`config.mk`:
```
export PLATFORM = sky130hd
export DESIGN_NAME = ack_rx_buffer
export DESIGN_NICKNAME = d
export VERILOG_FILES = /design/src/rtl/rxbuf_pkg.sv /design/src/rtl/rxbuf_ram.sv /design/src/rtl/rxbuf_capture.sv /design/src/rtl/rxbuf_host.sv /design/src/rtl/ack_rx_buffer.sv
export SDC_FILE = /design/constraint.sdc
export NUM_CORES = 1
export LEC_CHECK = 0
export CELL_PAD_IN_SITES_DETAIL_PLACEMENT = 2
export CELL_PAD_IN_SITES_GLOBAL_PLACEMENT = 2
export CORE_MARGIN = 2
export CORE_UTILIZATION = 40
export CTS_CLUSTER_SIZE = 16
export DETAILED_ROUTE_END_ITERATION = 12
export GPL_ROUTABILITY_DRIVEN = 0
export PLACE_DENSITY = 0.76
export RECOVER_POWER = 50
export SLEW_MARGIN = 5
export SYNTH_ARGS = -nofsm -noshare
export SYNTH_HDL_FRONTEND = slang
export SYNTH_SLANG_ARGS = --single-unit
```
`constraint.sdc`:
```
create_clock -name clk -period 9.2 [get_ports clk]
set_input_delay 2.76 -clock clk [delete_from_list [all_inputs] [get_ports clk]]
set_output_delay 2.76 -clock clk [all_outputs]
set_load 0.02 [all_outputs]
```
`src/rtl/rxbuf_pkg.sv`:
```
package rxbuf_pkg;
  localparam logic [1:0] OFS_PTR  = 2'd0;
  localparam logic [1:0] OFS_DATA = 2'd1;
  localparam logic [1:0] OFS_LEN  = 2'd2;
  localparam logic [1:0] OFS_CTL  = 2'd3;
  localparam int         CTL_EN_BIT = 0;
endpackage

```
`src/rtl/rxbuf_ram.sv`:
```
module rxbuf_ram #(
  parameter int DW    = 8,
  parameter int DEPTH = 128,
  parameter int AW    = 7
) (
  input  logic          clk,
  input  logic          rst,
  input  logic          we,
  input  logic [AW-1:0] waddr,
  input  logic [DW-1:0] wdata,
  input  logic          re,
  input  logic [AW-1:0] raddr,
  output logic [DW-1:0] rdata_q
);
  logic [DW-1:0] mem [DEPTH];

  // write port: no reset so the array maps onto block RAM
  always_ff @(posedge clk) begin
    if (we) mem[waddr] <= wdata;
  end

  // registered read port with synchronous output reset
  always_ff @(posedge clk) begin
    if (rst)     rdata_q <= '0;
    else if (re) rdata_q <= mem[raddr];
  end
endmodule

```
`src/rtl/rxbuf_capture.sv`:
```
module rxbuf_capture #(
  parameter int DW    = 8,
  parameter int DEPTH = 128,
  parameter int AW    = 7,
  parameter int LW    = 8
) (
  input  logic          clk,
  input  logic          rst,
  input  logic          arm,
  input  logic          rx_vld,
  input  logic          rx_sof,
  input  logic          rx_eof,
  input  logic [DW-1:0] rx_data,
  output logic          mem_we,
  output logic [AW-1:0] mem_waddr,
  output logic [DW-1:0] mem_wdata,
  output logic          frame_end,
  output logic          done_q,
  output logic [LW-1:0] len_q
);
  typedef enum logic {ST_IDLE, ST_BODY} st_e;

  localparam logic [LW-1:0] LEN_MAX = '1;
  localparam logic [LW-1:0] DEPTH_L = LW'(DEPTH);

  st_e           st_q;
  logic [LW-1:0] cnt_q;
  logic [LW-1:0] idx;
  logic [LW-1:0] cnt_nxt;
  logic          accept;

  always_comb begin
    accept    = rx_vld && arm && (rx_sof || (st_q == ST_BODY));
    idx       = rx_sof ? '0 : cnt_q;
    cnt_nxt   = (idx == LEN_MAX) ? idx : idx + 1'b1;
    mem_we    = accept && (idx < DEPTH_L);
    mem_waddr = idx[AW-1:0];
    mem_wdata = rx_data;
    frame_end = accept && rx_eof;
  end

  always_ff @(posedge clk) begin
    if (rst) begin
      st_q   <= ST_IDLE;
      cnt_q  <= '0;
      done_q <= 1'b0;
    end else begin
      done_q <= frame_end;
      if (!arm) begin
        st_q <= ST_IDLE;
      end else if (accept) begin
        st_q  <= rx_eof ? ST_IDLE : ST_BODY;
        cnt_q <= cnt_nxt;
      end
    end
  end

  // length is committed only at end of frame; not touched by reset
  always_ff @(posedge clk) begin
    if (frame_end) len_q <= cnt_nxt;
  end
endmodule

```
`src/rtl/rxbuf_host.sv`:
```
module rxbuf_host
  import rxbuf_pkg::*;
#(
  parameter int DW = 8,
  parameter int AW = 7,
  parameter int LW = 8
) (
  input  logic          clk,
  input  logic          rst,
  input  logic          reg_wr,
  input  logic          reg_rd,
  input  logic [1:0]    reg_addr,
  input  logic [DW-1:0] reg_wdata,
  input  logic          frame_end,
  input  logic [LW-1:0] len_q,
  input  logic [DW-1:0] ram_q,
  output logic          en_q,
  output logic [AW-1:0] rd_ptr,
  output logic          ram_re,
  output logic [DW-1:0] reg_rdata
);
  logic [1:0]    sel_q;
  logic [DW-1:0] hold_q;
  logic          wr_ptr;
  logic          wr_ctl;
  logic          arm_req;

  always_comb begin
    wr_ptr  = reg_wr && (reg_addr == OFS_PTR);
    wr_ctl  = reg_wr && (reg_addr == OFS_CTL);
    arm_req = wr_ctl && reg_wdata[CTL_EN_BIT];
    ram_re  = reg_rd && (reg_addr == OFS_DATA);
  end

  always_ff @(posedge clk) begin
    if (rst) begin
      rd_ptr <= '0;
      en_q   <= 1'b0;
      sel_q  <= OFS_PTR;
      hold_q <= '0;
    end else begin
      if (wr_ptr)       rd_ptr <= reg_wdata[AW-1:0];
      else if (arm_req) rd_ptr <= '0;
      else if (ram_re)  rd_ptr <= rd_ptr + 1'b1;

      if (wr_ctl)         en_q <= reg_wdata[CTL_EN_BIT];
      else if (frame_end) en_q <= 1'b0;

      if (reg_rd) begin
        sel_q <= reg_addr;
        case (reg_addr)
          OFS_PTR: hold_q <= DW'(rd_ptr);
          OFS_LEN: hold_q <= DW'(len_q);
          OFS_CTL: begin
            hold_q             <= '0;
            hold_q[CTL_EN_BIT] <= en_q;
          end
          default: hold_q <= hold_q;
        endcase
      end
    end
  end

  assign reg_rdata = (sel_q == OFS_DATA) ? ram_q : hold_q;
endmodule

```
`src/rtl/ack_rx_buffer.sv`:
```
module ack_rx_buffer #(
  parameter int DW    = 8,
  parameter int DEPTH = 128,
  parameter int LW    = 8
) (
  input  logic          clk,
  input  logic          rst,
  input  logic          rx_vld,
  input  logic          rx_sof,
  input  logic          rx_eof,
  input  logic [DW-1:0] rx_data,
  input  logic          reg_wr,
  input  logic          reg_rd,
  input  logic [1:0]    reg_addr,
  input  logic [DW-1:0] reg_wdata,
  output logic [DW-1:0] reg_rdata,
  output logic          frame_done
);
  localparam int AW = $clog2(DEPTH);

  logic          en_q;
  logic [AW-1:0] rd_ptr;
  logic          ram_re;
  logic [DW-1:0] ram_q;
  logic          mem_we;
  logic [AW-1:0] mem_waddr;
  logic [DW-1:0] mem_wdata;
  logic          frame_end;
  logic [LW-1:0] len_q;

  rxbuf_capture #(.DW(DW), .DEPTH(DEPTH), .AW(AW), .LW(LW)) u_cap (
    .clk(clk), .rst(rst), .arm(en_q),
    .rx_vld(rx_vld), .rx_sof(rx_sof), .rx_eof(rx_eof), .rx_data(rx_data),
    .mem_we(mem_we), .mem_waddr(mem_waddr), .mem_wdata(mem_wdata),
    .frame_end(frame_end), .done_q(frame_done), .len_q(len_q)
  );

  rxbuf_ram #(.DW(DW), .DEPTH(DEPTH), .AW(AW)) u_ram (
    .clk(clk), .rst(rst),
    .we(mem_we), .waddr(mem_waddr), .wdata(mem_wdata),
    .re(ram_re), .raddr(rd_ptr), .rdata_q(ram_q)
  );

  rxbuf_host #(.DW(DW), .AW(AW), .LW(LW)) u_host (
    .clk(clk), .rst(rst),
    .reg_wr(reg_wr), .reg_rd(reg_rd), .reg_addr(reg_addr), .reg_wdata(reg_wdata),
    .frame_end(frame_end), .len_q(len_q), .ram_q(ram_q),
    .en_q(en_q), .rd_ptr(rd_ptr), .ram_re(ram_re), .reg_rdata(reg_rdata)
  );
endmodule

```
==> flow_metrics.py <==
metrics = {
    "outcome": {
        "outcome": "finished, violations left",
        "violations": "max-capacitance violations, max-slew violations",
    },
    "timing": {
        "setup_violations": 0,
        "timing.fmax_mhz": 149,
        "clock_skew_ns": 0.0348,
        "worst_slack_ns": 2.49,
        "fin_crit_sh": 0.730,
        "period_minus_slack_ns": 6.71,
        "worst_pin_slew_ns": 3.89,
        "finalHoldViolations": 0,
        "fin_setup_tns_ns": 0,
        "rsz0062_at_grt": "no",
        "slew_headroom": -1.59,
        "drv_slew": 590,
    },
    "clock_network": {
        "clock_tree.root_cell": "clkbuf_16",
        "cts_made_buffers": 113,
        "clock_latency_ns": 0.71,
        "clock-sinks": 1068,
        "h-tree-depth": 3,
        "cts_tree": "done",
        "post_cts_resized": 0,
        "path_clk_slew_ns": 0.06,
        "cts_buffer_depth": 3,
        "ctsHoldBuffers": 0,
        "cts_setup_buffers": 0,
    },
    "floorplanning": {
        "io_pins": 34,
        "dieArea_sq_um": 109000,
        "die_h_microns": 331,
        "start_util": 0.405,
        "core_sq_um": 106000,
        "die_w_microns": 331,
        "rows": 119,
    },
    "place": {
        "dp_hpwl_microns": 79500,
        "port_buffers": 32,
        "pre_cts_ws_ns": 2.36,
    },
    "global_route": {
        "grt_use_total": 0.245,
        "antenna_found_initial": 7,
        "grt_pass1_wl_microns": 191000,
        "grt_overflow": 0,
        "grt_max_degree": 121,
        "grt_pass1_vias": 24947,
    },
    "critical_path": {
        "critPathTopFamily": "buffers and inverters",
        "reg2reg_depth": 8,
        "crit_type": "in2reg",
        "end_kind": "register",
        "max_stage_delay_ns": 2.19,
        "path_max_fanout": 74,
        "crit_arrival_ns": 6.89,
        "cp.required_ns": 9.37,
        "critPathBufInv": 2,
        "r2r-end": "u_ram.rdata_q[3]",
        "r2r_slack_ns": 4.82,
        "r2r_start": "u_host.rd_ptr[2]",
        "crit_slowest_cell": "clkbuf_1",
        "critPathLaunchType": "input pin",
        "critical_path.cell_chain": "clkbuf_1 > clkbuf_2",
        "critPathLaunch": "rx_data[0]",
    },
    "synth": {
        "synth_seq_area_share": 0.742,
        "ys_ff_latch": 1068,
        "synth_ff_type": "edfxtp_1",
        "synth_common_cells": "edfxtp_1, mux2i_1, nor2_1",
        "yosys-top-cells-area": "edfxtp_1, mux4_2, mux2i_1",
        "yosysTopAreaCellShare": 0.725,
        "postSynthAreaPerCell_sq_um": 18.8,
        "synth_nets": 2305,
        "synth-edff-count": 1032,
        "yosysWarnings": 0,
        "synth_most_common_cell": "edfxtp_1",
        "synth_top_cell_by_area": "edfxtp_1",
        "synthArstFlopShare": 0,
        "syn-instance-count": 2278,
        "ys_types": 71,
        "syn_area_sq_um": 42700,
    },
    "route": {
        "post-route-drc-count": 0,
        "wl_per_cell_microns": 34.9,
        "vias": 23119,
        "first_pass_iters": 5,
        "dr.first_iter.drc_count": 2627,
        "routed_wl_microns": 133000,
        "ant_nets": 0,
        "viasPerCell": 6.07,
    },
    "job": {
        "cap_violations": 10,
    },
    "pwr": {
        "cellPowerDensity_nw_per_um2": 217,
        "peakVddDrop_v": 0.000158,
        "leakagePower_nw": 14.2,
    },
    "cells_and_area": {
        "diodes": 0,
        "drive_gt1_frac": 0.155,
        "syn2layout_area_growth_pct": 11.1,
        "fill_cells": 9535,
        "nNetsFinal": 2348,
    },
    "worst_hold_path": {
        "worstHoldStart": "u_host.sel_q[1]",
        "hold_class": "reg2reg",
        "hold_end": "u_host.sel_q[1]",
        "whs_path_depth": 2,
    },
}
## tightest hold or removal path, stage by stage (launching register included)
cell     delay [ns]
dfxtp_1        0.32
mux2i_1        0.06
nor2_1         0.08
## cells by family (layout without fill, tap and decap cells)
| logic type | count (synthesis) | after routing | share of synthesized area |
|---|---|---|---|
| multiplexers | 419 | 419 | 0.150 |
| flip-flops | 1068 | 1068 | 0.742 |
| AND/OR/NAND/NOR | 410 | 410 | 0.0435 |
| AO/OA/AOI/OAI | 232 | 232 | 0.0370 |
| XOR/XNOR | 4 | 4 | 0.000820 |
| buffers and inverters | 143 | 283 | 0.0255 |
| adder cells (fa/ha/maj) | 2 | 2 | 0.000586 |
## cells in the final DEF, fill, tap and decap left out, types with 7 or more instances in the layout
| master | count |
|---|---|
| a211oi_1 | 18 |
| a21oi_1 | 55 |
| a22oi_1 | 45 |
| buf_4 | 27 |
| clkbuf_1 | 37 |
| clkbuf_16 | 115 |
| clkdlybuf4s50_1 | 20 |
| clkinv_1 | 32 |
| clkinv_2 | 20 |
| dfxtp_1 | 32 |
| edfxtp_1 | 1032 |
| inv_1 | 7 |
| mux2_2 | 10 |
| mux2i_1 | 238 |
| mux4_1 | 20 |
| mux4_2 | 151 |
| nand2_1 | 91 |
| nand2b_1 | 10 |
| nand3_1 | 39 |
| nand4_1 | 14 |
| nor2_1 | 192 |
| nor2b_1 | 7 |
| nor3_1 | 10 |
| o211ai_1 | 7 |
| o21ai_0 | 20 |
| o22ai_1 | 46 |
## cell type report
type,instances,area [sq um],area share
clock inverters,66,498,0.0105
well taps,1391,1740,0.0367
multi-input cells,1067,9940,0.209
flip-flops and latches,1068,31700,0.668
inverters,8,30.0,0.000633
clock buffers,146,3010,0.0635
repair buffers,63,518,0.0109
## how the worst max path moves through the flow
stage | endpoint | slack, ns | depth (start not counted)
floorplan | u_ram.mem[44][0] | 4.35 | 7
global placement | u_ram.mem[82][5] | 2.61 | 6
detailed placement | u_ram.mem[99][3] | 2.36 | 6
CTS | u_ram.mem[66][7] | 3.11 | 6
global route | u_ram.mem[95][0] | 2.35 | 2
finish | u_ram.mem[93][0] | 2.49 | 2
## sequential cells by signal (all words and copies together), names as in the netlist
name           flops
u_host.sel_q       2
u_host.rd_ptr      7
u_ram.mem       1024
u_cap.st_q         1
u_host.en_q        1
u_cap.len_q        8
u_host.hold_q      8
u_cap.done_q       1
u_cap.cnt_q        8
u_ram.rdata_q      8
## through the flow
step	util	power, W	hold slack (ns)	instance area, sq um	std cells
after floorplan	-	0.00577	0.443	42700	2278
after global placement	0.417	0.00593	0.468	44000	3597
after detailed placement	0.417	0.00596	0.497	44000	3597
after CTS	0.450	0.0104	0.507	47500	3809
after global routing	0.450	0.0105	0.531	47500	3809
final	0.450	0.0103	0.507	47500	3809
## layer usage
metal,part of all wire,track usage,up-vias
li1,-,-,9294
met4,0.035,0.0834,6
met2,0.49,0.405,1054
met5,0.00029,0,-
met1,0.41,0.328,12501
met3,0.071,0.0461,264
## power by group
part | switching (W) | internal (W) | leakage, nW | total [W]
sequential | 0.0000280 | 0.00534 | 9.58 | 0.00537
clock | 0.00196 | 0.00247 | 1.72 | 0.00443
combinational | 0.000325 | 0.000178 | 2.91 | 0.000502
total | 0.00231 | 0.00799 | 14.2 | 0.0103
No activity file was read; power rests on OpenSTA's default activity.
